$ cat src/rtl/acm_pkg.sv
package acm_pkg;
  typedef enum logic [2:0] {
    OP_AND = 3'd0, OP_TAD = 3'd1, OP_ISZ = 3'd2, OP_DCA = 3'd3,
    OP_JMS = 3'd4, OP_JMP = 3'd5, OP_IOT = 3'd6, OP_OPR = 3'd7
  } op_e;

  typedef enum logic [3:0] {
    S_FETCH, S_DEC, S_IND, S_PTR, S_AINC, S_LOAD, S_EXEC, S_STORE, S_HALT
  } st_e;

  typedef struct packed {
    op_e  op;
    logic ind;    // indirect through a pointer
    logic ainc;   // pointer increment write-back
    logic load;   // operand read
    logic store;  // operand write
    logic jump;   // target field from instruction-field buffer
    logic stop;   // not a memory-reference opcode
  } dec_t;
endpackage

$ cat src/rtl/acm_decode.sv
module acm_decode
  import acm_pkg::*;
#(
  parameter int DW = 12
) (
  input  logic [DW-1:0]    word,
  input  logic [4:0]       page,   // instruction's own page bits
  output dec_t             dec,
  output logic [DW-1:0]    ea
);
  localparam int OFFW = DW - 5;

  logic in_ainc_win;

  always_comb begin
    dec.op    = op_e'(word[DW-1 -: 3]);
    dec.stop  = (dec.op == OP_IOT) || (dec.op == OP_OPR);
    dec.jump  = (dec.op == OP_JMS) || (dec.op == OP_JMP);
    dec.load  = (dec.op == OP_AND) || (dec.op == OP_TAD) || (dec.op == OP_ISZ);
    dec.store = (dec.op == OP_ISZ) || (dec.op == OP_DCA) || (dec.op == OP_JMS);
    dec.ind   = word[DW-4] && !dec.stop;
    in_ainc_win = !word[OFFW] && (word[OFFW-1:3] == (OFFW-3)'(1));
    dec.ainc  = dec.ind && !dec.jump && in_ainc_win;
    ea = word[OFFW] ? {page, word[OFFW-1:0]}
                    : {{(DW-OFFW){1'b0}}, word[OFFW-1:0]};
  end
endmodule

$ cat src/rtl/acm_exec.sv
module acm_exec
  import acm_pkg::*;
#(
  parameter int DW = 12,
  parameter int FW = 3
) (
  input  op_e              op,
  input  logic [DW-1:0]    acc,
  input  logic             link,
  input  logic [DW-1:0]    data,
  input  logic [DW-1:0]    ea,
  input  logic [FW+DW-1:0] pc,
  input  logic [FW-1:0]    ifb,
  output logic [DW-1:0]    acc_n,
  output logic             link_n,
  output logic [DW-1:0]    st_data,
  output logic [FW+DW-1:0] npc
);
  localparam int AW = FW + DW;

  logic [DW:0]   sum;
  logic [DW-1:0] inc, lo1, lo2;

  always_comb begin
    lo1 = pc[DW-1:0] + 1'b1;
    lo2 = pc[DW-1:0] + 2'd2;
    inc = data + 1'b1;
    sum = {link, {DW{1'b0}}} + {1'b0, acc} + {1'b0, data};
    acc_n   = acc;
    link_n  = link;
    st_data = data;
    npc     = {pc[AW-1:DW], lo1};
    case (op)
      OP_AND: acc_n = acc & data;
      OP_TAD: begin
        acc_n  = sum[DW-1:0];
        link_n = sum[DW];
      end
      OP_ISZ: begin
        st_data = inc;
        if (inc != '0) npc = {pc[AW-1:DW], lo2};
      end
      OP_DCA: begin
        st_data = acc;
        acc_n   = '0;
      end
      OP_JMS: begin
        st_data = lo1;
        npc     = {ifb, ea + 1'b1};
      end
      OP_JMP: npc = {ifb, ea};
      default: ;
    endcase
  end
endmodule

$ cat src/rtl/acm_seq.sv
module acm_seq
  import acm_pkg::*;
#(
  parameter int DW = 12,
  parameter int FW = 3,
  parameter int unsigned RESET_PC = 'o200
) (
  input  logic                 clk,
  input  logic                 rst,
  input  logic                 fld_wr,
  input  logic [2*FW-1:0]      fld_wdata,
  input  logic                 ie_set,
  input  logic [DW-1:0]        mem_rdata,
  output logic                 mem_rd,
  output logic                 mem_wr,
  output logic [FW+DW-1:0]     mem_addr,
  output logic [DW-1:0]        mem_wdata,
  output logic                 instr_done,
  output logic [FW+DW-1:0]     pc_out,
  output logic [DW-1:0]        acc_out,
  output logic                 link_out,
  output logic                 int_en,
  output logic                 halted
);
  localparam int AW   = FW + DW;
  localparam int OFFW = DW - 5;

  st_e           st;
  logic [AW-1:0] pc, op_addr, ptr_loc, npc_q;
  logic [DW-1:0] acc, ir, st_data_q;
  logic          link, halt_q, done_q;
  logic [FW-1:0] df, ifb;
  logic [1:0]    ie_q;

  // decode: live memory word during DEC, held word afterwards
  logic [DW-1:0] dword, ea, ptr_next;
  dec_t          dec;
  assign dword = (st == S_DEC) ? mem_rdata : ir;

  acm_decode #(.DW(DW)) u_dec (
    .word(dword), .page(pc[DW-1:OFFW]), .dec(dec), .ea(ea)
  );

  logic [DW-1:0] acc_n, st_data;
  logic          link_n;
  logic [AW-1:0] npc;

  acm_exec #(.DW(DW), .FW(FW)) u_exe (
    .op(dec.op), .acc(acc), .link(link), .data(mem_rdata),
    .ea(op_addr[DW-1:0]), .pc(pc), .ifb(ifb),
    .acc_n(acc_n), .link_n(link_n), .st_data(st_data), .npc(npc)
  );

  assign ptr_next = dec.ainc ? mem_rdata + 1'b1 : mem_rdata;

  always_ff @(posedge clk) begin
    if (rst) begin
      st        <= S_FETCH;
      pc        <= AW'(RESET_PC);
      acc       <= '0;
      link      <= 1'b0;
      df        <= '0;
      ifb       <= '0;
      ie_q      <= '0;
      halt_q    <= 1'b0;
      done_q    <= 1'b0;
      ir        <= '0;
      op_addr   <= '0;
      ptr_loc   <= '0;
      npc_q     <= '0;
      st_data_q <= '0;
    end else begin
      done_q <= 1'b0;
      if (fld_wr) {df, ifb} <= fld_wdata;
      if (st == S_FETCH) ie_q <= {ie_q[1] | ie_set, ie_q[1]};
      else if (ie_set)   ie_q[1] <= 1'b1;
      case (st)
        S_FETCH: st <= S_DEC;
        S_DEC: begin
          ir      <= mem_rdata;
          op_addr <= {pc[AW-1:DW], ea};
          ptr_loc <= {pc[AW-1:DW], ea};
          if (dec.stop) begin
            halt_q <= 1'b1;
            st     <= S_HALT;
          end else if (dec.ind) st <= S_IND;
          else                  st <= dec.load ? S_LOAD : S_EXEC;
        end
        S_IND: st <= S_PTR;
        S_PTR: begin
          op_addr <= {df, ptr_next};
          if (dec.ainc) st <= S_AINC;
          else          st <= dec.load ? S_LOAD : S_EXEC;
        end
        S_AINC: st <= dec.load ? S_LOAD : S_EXEC;
        S_LOAD: st <= S_EXEC;
        S_EXEC: begin
          acc       <= acc_n;
          link      <= link_n;
          st_data_q <= st_data;
          if (dec.store) begin
            npc_q <= npc;
            st    <= S_STORE;
          end else begin
            pc     <= npc;
            done_q <= 1'b1;
            st     <= S_FETCH;
          end
        end
        S_STORE: begin
          pc     <= npc_q;
          done_q <= 1'b1;
          st     <= S_FETCH;
        end
        default: st <= S_HALT;
      endcase
    end
  end

  always_comb begin
    mem_rd    = (st == S_FETCH) || (st == S_IND) || (st == S_LOAD);
    mem_wr    = (st == S_AINC) || (st == S_STORE);
    mem_wdata = (st == S_AINC) ? op_addr[DW-1:0] : st_data_q;
    case (st)
      S_IND, S_AINC: mem_addr = ptr_loc;
      S_LOAD:        mem_addr = op_addr;
      S_STORE:       mem_addr = dec.jump ? {ifb, op_addr[DW-1:0]} : op_addr;
      default:       mem_addr = pc;
    endcase
  end

  assign instr_done = done_q;
  assign pc_out     = pc;
  assign acc_out    = acc;
  assign link_out   = link;
  assign int_en     = ie_q[0];
  assign halted     = halt_q;

  assert_rdwr_excl_R2: assert property (@(posedge clk) disable iff (rst)
    !(mem_rd && mem_wr));
  assert_done_pulse_R2: assert property (@(posedge clk) disable iff (rst)
    instr_done |=> !instr_done);
  assert_ainc_order_R4: assert property (@(posedge clk) disable iff (rst)
    (st == S_AINC) |-> ($past(st) == S_PTR));
  assert_ie_delay_R11: assert property (@(posedge clk) disable iff (rst)
    (st == S_FETCH) |=> (ie_q[0] == $past(ie_q[1])));
  assert_halt_sticky_R12: assert property (@(posedge clk) disable iff (rst)
    halted |=> halted);
  assert_halt_quiet_R12: assert property (@(posedge clk) disable iff (rst)
    halted |-> (!mem_rd && !mem_wr && !instr_done));
endmodule

$ cat config.mk
export PLATFORM = sky130hd
export DESIGN_NAME = acm_seq
export DESIGN_NICKNAME = d
export VERILOG_FILES = /design/src/rtl/acm_pkg.sv /design/src/rtl/acm_decode.sv /design/src/rtl/acm_exec.sv /design/src/rtl/acm_seq.sv
export SDC_FILE = /design/constraint.sdc
export NUM_CORES = 1
export LEC_CHECK = 0
export CAP_MARGIN = 20
export CELL_PAD_IN_SITES_DETAIL_PLACEMENT = 0
export CELL_PAD_IN_SITES_GLOBAL_PLACEMENT = 1
export CORE_MARGIN = 2
export CORE_UTILIZATION = 49
export CTS_BUF_LIST = sky130_fd_sc_hd__clkbuf_4 sky130_fd_sc_hd__clkbuf_8
export DETAILED_ROUTE_END_ITERATION = 12
export DONT_BUFFER_PORTS = 1
export GPL_TIMING_DRIVEN = 0
export PLACE_DENSITY_LB_ADDON = 0.1
export REMOVE_ABC_BUFFERS = 1
export SYNTH_ARGS = -nofsm -noshare
export SYNTH_HDL_FRONTEND = slang
export SYNTH_HIERARCHICAL = 1
export SYNTH_SLANG_ARGS = --single-unit
export TNS_END_PERCENT = 100
$ cat constraint.sdc
create_clock -name clk -period 8.4 [get_ports clk]
set_input_delay 0.42 -clock clk [delete_from_list [all_inputs] [get_ports clk]]
set_output_delay 0.42 -clock clk [all_outputs]
set_load 0.005 [all_outputs]
Yosys cells after proc, flatten, opt, wreduce, memory -nomap -nowiden:

Cells that the tools add are included.

* flip-flop bits (word level): 111
* word-level logic and storage cells: 91

* bitwise gates (word level): 2
* eq/ne operators: 16
* reductions and logical operators: 29
* mux-type cells: 23
* add/sub/neg operators: 6

Operators with widths (count)
* case mux 15 bit (3 select lines): 2
* case mux 12 bit (3 select lines): 2
* 2-to-1 mux 12 bit: 5
* case mux 15 bit (2 select lines): 2
* adder 12 x 1 -> 12 bit (second input constant): 3
* case mux 4 bit (8 select lines): 1
* 2-to-1 mux 15 bit: 2
* adder 13 x 12 -> 13 bit: 2
* equality test 4 x 3 -> 1 bit (second input constant): 4
* adder 12 x 2 -> 12 bit (second input constant): 1
* AND 12 bit: 1
* equality test 3 bit (second input constant): 4
* nonzero test 12 bit: 1
* AND reduction 2 bit: 5
* logical OR 1 bit: 9
* equality test 4 x 1 -> 1 bit (second input constant): 2
* equality test 4 x 2 -> 1 bit (second input constant): 2
* equality test 3 x 2 -> 1 bit (second input constant): 2
* 2-to-1 mux 3 bit: 2
* nonzero test 2 bit: 3
* logical AND 1 bit: 4
* zero test 4 bit: 1
* 2-to-1 mux 2 bit: 2
* 2-to-1 mux 4 bit: 1
* 9 further kinds: 13

Longest topological paths before layout:

* word-level depth: 10
* gate-level depth with buffers: 15
* gate-level depth less buffers: 11

Cells and area by module:

Netlist, hierarchy kept.

By module, submodules not included
* acm_seq: area an instance 5047.3 um2, cells each 606, instances 1
* acm_exec: area an instance 2542.4 um2, cells each 410, instances 1
* acm_decode: area an instance 170.2 um2, cells each 24, instances 1

Least setup slack after synthesis:

No wires, ideal clock.

* kind: reg2reg
* from: register st[3]
* to: register pc[8], in the netlist pc_out[8]
* path slack: 5210 ps
* period minus slack after synthesis: 3190 ps
* library setup time: 91 ps
* buffers on the path: 4
* data arrival time: 3099 ps
* stages on the path, launching flop included: 14
* path through: dfxtp_1 -> buf_6 -> nor4b_4 -> buf_6 -> mux2_2 -> buf_4 -> clkbuf_1 -> nor2b_1 -> nand2_1 -> nor2_1 -> nor2_1 -> a221oi_1 -> nand2_1 -> a311oi_1

* elaborated cells on any way between the ends: 16

RTL lines
* start: declaration: line acm_seq.sv:28 `st_e st;`
* start signal: assignment: line acm_seq.sv:87 `else st <= dec.load ? S_LOAD : S_EXEC;`
* start signal: assignment: line acm_seq.sv:93 `else st <= dec.load ? S_LOAD : S_EXEC;`
* start signal: assignment: line acm_seq.sv:95 `S_AINC: st <= dec.load ? S_LOAD : S_EXEC;`
* equality test 4 x 1 -> 1 bit (*): line acm_seq.sv:38 `assign dword = (st == S_DEC) ? mem_rdata : ir;`
* 2-to-1 mux 12 bit (*)
* via dword[10]: line acm_seq.sv:36 `logic [DW-1:0] dword, ea, ptr_next;`
* equality test 3 bit or equality test 3 x 2 -> 1 bit (tied branches): line acm_exec.sv:33 `case (op)`
* case mux 15 bit (3 select lines) (*): line acm_exec.sv:33
* via npc[8]: line acm_seq.sv:46 `logic [AW-1:0] npc;`
* 2-to-1 mux 15 bit (*): line acm_seq.sv:101 `if (dec.store) begin`
* case mux 15 bit (2 select lines) (*): line acm_seq.sv:77 `case (st)`
* end signal: assignment: line acm_seq.sv:59 `pc <= AW'(RESET_PC);`
* end signal: assignment: line acm_seq.sv:105 `pc <= npc;`
* end signal: assignment: line acm_seq.sv:111 `pc <= npc_q;`
* end: declaration: line acm_seq.sv:29 `logic [AW-1:0] pc, op_addr, ptr_loc, npc_q;`

The timed path passes the listed nets; every way through them passes the cells marked *. The select of a mux whose other input is x is not followed.
A chain may end at the register's enable or synchronous reset.

Final worst setup path:

* from: register st[0]
* to: register pc[8], in the netlist pc_out[8]

Same word-level chain as after synthesis.

==> summary.txt <==
Count of input and output buffers - 0
Pwr dens - 273 mW/mm^2
Run status - completed
Post-detail-place hpwl - 17.3 mm
Detailed-route vias per instance - 6.42
Via count of the first global-routing pass - 6881
Number of clock buffers inserted by TritonCTS - 9
Data required time of the critical path - 8.72 ns
Finished Core Util - 51.2%
Final setup vio count - 0
Post-CTS resize count - 0
Data arrival time at the worst-slack endpoint - 5.50 ns
GRT Overall Usage - 29.6%
Count of yosys warnings during synthesis - 6
Insertion delay to the later sink of the worst-skew pair - 0.40 ns
Longest Clk Path Bufs - 2
Number of max-slew violations in the final report - 0
Leading post-synthesis cells by cell area - sky130_fd_sc_hd__dfxtp_1 29%, sky130_fd_sc_hd__nand2_1 8.5%, sky130_fd_sc_hd__a21oi_1 6.6%
Crit share post-route - 61.7%
Detailed-route via count - 7630
Post-synth cell types - 72
Worst r2r dst - pc_out[8]
P_leak - 0.00282 uW
Core Area - 0.0157 mm^2
Cell at the root of the clock tree - sky130_fd_sc_hd__clkbuf_8
Die outline width - 130 um
Proportion of netlist area held by the largest area contributor - 28.6%
Hold path startpoint - rst
Hold Path Class - input port to flip-flop
Dominant synthesized flop cell - sky130_fd_sc_hd__dfxtp_1
Top cell types by occurrence after synthesis - 176 x sky130_fd_sc_hd__nand2_1, 111 x sky130_fd_sc_hd__dfxtp_1, 103 x sky130_fd_sc_hd__a21oi_1
Layout Cells excl Fill - 1189
Critical Path, Cell by Cell - nor4b_4 > buf_6 > buf_6 > mux2_2 > nor2b_2 > nand2_1 > nor2_1 > nor2_1 > a221oi_1 > nand2_1 > a311oi_1
Area overhead of the layout relative to synthesis - 3.32%
CTS Hold Bufs - 0
Largest driver fanout on the critical path - 46
RSZ-0062 raised after global routing - false
VDD IR max - 0.000198 V
Detailed router's first-iteration violation count - 650
Max-cap check violation count - 0
Sink count of the clock tree - 111
Min cycle time layout - 5.18 ns
Transition time of the tightest slew-check pin - 1.10 ns
Number of antenna repair diodes - 0
Filler cells - 1575
Top-count cell post-synth - sky130_fd_sc_hd__nand2_1
Worst Setup Start Kind - flip-flop
CP top delay family - simple AND/OR/NAND/NOR gates
Worst setup path start - st[0]
CP max-delay cell - sky130_fd_sc_hd__nor2b_2
Startpoint of the lowest-slack register-to-register path - st[0]
Synth area leader - sky130_fd_sc_hd__dfxtp_1
Number of cells on the worst hold path - 1
Total global routing overflow - 0
Cell Area, Synth - 0.00776 mm^2
Row count - 46
Headroom to the max-slew limit - 26.6%
Routed wire length - 25.1 mm
Detailed Routing Iterations Pass 1 - 5
Layout Nets - 1008
Power consumption - 2190 uW
Wire length per cell - 21.1 um
Worst R2R Path Depth - 11
Fmax - 193 MHz
Average size of a mapped cell - 7.46 um^2
Residual DRC count - 0
Clock-pin slew reported for the worst setup and hold paths after clock tree synthesis - 0.12 ns
Starting density of the core - 49.6%
Category of the most critical setup path - flip-flop to flip-flop
Post-synthesis cell count - 1040
H-tree level count - 3
Antenna violations before repair - 0
Setup TNS - 0 ns
Residual antenna-violating net count after detailed routing - 0
Hold Path End - acc_out[0]
Final Hold Violating Endpoints - 0
DP Cell Count - 1171
Crit path depth - 11
# Post-CTS Setup Buffers - 0
Count of buffering cells on the critical path with inverters included - 2
CTS tree - yes
Setup slack of the worst register-to-register path - 3.22 ns
Sequential element share of the synthesized area - 28.6%
Synthesized flop and latch total - 111
Die extent in y - 130 um
Share of post-route cells with drive strength above 1 - 8.02%
Nature of the critical path endpoint - flip-flop
I/O pins - 82
Fraction of registers with async set or reset after synthesis - 0%
Clock skew - 0.0148 ns
Largest net degree at the start of global routing - 101
Worst path max stage delay - 0.89 ns
Number of flops mapped to enable cells by yosys - 0
First-pass GRT wire length - 38.9 mm
Full die area - 0.0169 mm^2
Gpl congestion - 0.896
[power breakdown]
part,leakage (uW),internal [uW],switching (uW)
Sequential,0.000901,594,118
Clock,0.000101,118,217
Combinational,0.00182,404,736
Total,0.00282,1120,1070
[placed cells by master (no fill, tap or decap), types with 5 or more instances in the layout]
master / netlist / routed
sky130_fd_sc_hd__mux2_2: 25 / 25
sky130_fd_sc_hd__nand4_1: 14 / 14
sky130_fd_sc_hd__a31oi_1: 9 / 9
sky130_fd_sc_hd__mux2i_1: 14 / 14
sky130_fd_sc_hd__o31ai_1: 6 / 6
sky130_fd_sc_hd__a21oi_1: 103 / 103
sky130_fd_sc_hd__nand2_1: 176 / 176
sky130_fd_sc_hd__o22ai_1: 14 / 14
sky130_fd_sc_hd__xnor2_1: 28 / 28
sky130_fd_sc_hd__and2_1: 21 / 21
sky130_fd_sc_hd__nor4_1: 8 / 8
sky130_fd_sc_hd__ha_1: 17 / 17
sky130_fd_sc_hd__xor2_1: 21 / 21
sky130_fd_sc_hd__a311oi_1: 15 / 15
sky130_fd_sc_hd__nor3_1: 12 / 11
sky130_fd_sc_hd__o221ai_1: 8 / 8
sky130_fd_sc_hd__a221o_1: 5 / 5
sky130_fd_sc_hd__inv_1: 13 / 13
sky130_fd_sc_hd__and3_1: 9 / 9
sky130_fd_sc_hd__a21o_1: 18 / 18
sky130_fd_sc_hd__dfxtp_1: 111 / 110
sky130_fd_sc_hd__o21ai_0: 38 / 37
sky130_fd_sc_hd__nor2_1: 74 / 74
sky130_fd_sc_hd__nand3_1: 50 / 50
sky130_fd_sc_hd__buf_6: 5 / 6
sky130_fd_sc_hd__a22oi_1: 27 / 27
sky130_fd_sc_hd__nand2b_1: 9 / 9
sky130_fd_sc_hd__a211oi_1: 9 / 9
sky130_fd_sc_hd__clkbuf_8: 0 / 9
sky130_fd_sc_hd__nor2b_1: 8 / 6
sky130_fd_sc_hd__a22o_1: 12 / 12
[area by class of cell]
type	count	area (um^2)	area share, %
multi-input combinational	821	5080	63.4
inverter	13	48.8	0.609
timing repair buffer	12	198	2.47
sequential	111	2220	27.7
clock buffer	9	124	1.54
tap	216	270	3.37
clock inverter	7	70.1	0.874
[worst max path at each step]
stage / end / slack (ns)
after floorplan: acc_out[11] / 2.52
final: pc_out[8] / 3.22
after global routing: pc_out[8] / 2.90
after global placement: npc_q[14] / -1.40
after CTS: pc_out[8] / 3.33
after detailed placement: pc_out[8] / 3.37
[registers in the layout, summed over array words and instances (netlist names)]
name	cells
instr_done	1
df	3
npc_q	15
pc_out	15
op_addr	15
st	4
link_out	1
ifb	3
ie_q	2
acc_out	12
ir	12
halted	1
st_data_q	12
ptr_loc	15
[through the flow]
step	setup WS [ns]	instance area (um^2)	hold WS, ns
after floorplan	2.52	7310	0.428
after global placement	-1.40	7580	0.435
after detailed placement	3.37	7770	0.438
after CTS	3.33	7970	0.0676
after global routing	2.90	8020	0.0630
final	3.22	8020	0.0879
[routing by layer]
layer  up-vias  share of wire (%)  track usage, %  wire [um]
met4         0                2.3            9.68        581
met1      3683                 45            42.1      11300
met2       302                 46            47.4      11600
li1       3605                  -               -          -
met5         -                  0               0          0
met3        40                6.3            2.91       1590
[worst register-to-register path, stage by stage, from the launching register on]
cell and delay (ns):
sky130_fd_sc_hd__dfxtp_1 0.77, sky130_fd_sc_hd__nor4b_4 0.42, sky130_fd_sc_hd__buf_6 0.24, sky130_fd_sc_hd__buf_6 0.22, sky130_fd_sc_hd__mux2_2 0.82, sky130_fd_sc_hd__nor2b_2 0.90
sky130_fd_sc_hd__nand2_1 0.40, sky130_fd_sc_hd__nor2_1 0.50, sky130_fd_sc_hd__nor2_1 0.08, sky130_fd_sc_hd__a221oi_1 0.40, sky130_fd_sc_hd__nand2_1 0.09, sky130_fd_sc_hd__a311oi_1 0.27
[kinds of logic (layout without fill, tap and decap cells)]
logic type	Yosys count	after routing	synth area share, %
AND/OR/NAND/NOR	412	412	25.3
AO/OA/AOI/OAI	303	303	25.6
flip-flops	111	111	28.6
buffers and inverters	108	41	6.43
XOR/XNOR	49	49	5.53
multiplexers	39	39	5.43
adder cells (fa/ha/maj)	18	18	3.00
Note: power is estimated with default switching activity, not from simulation.
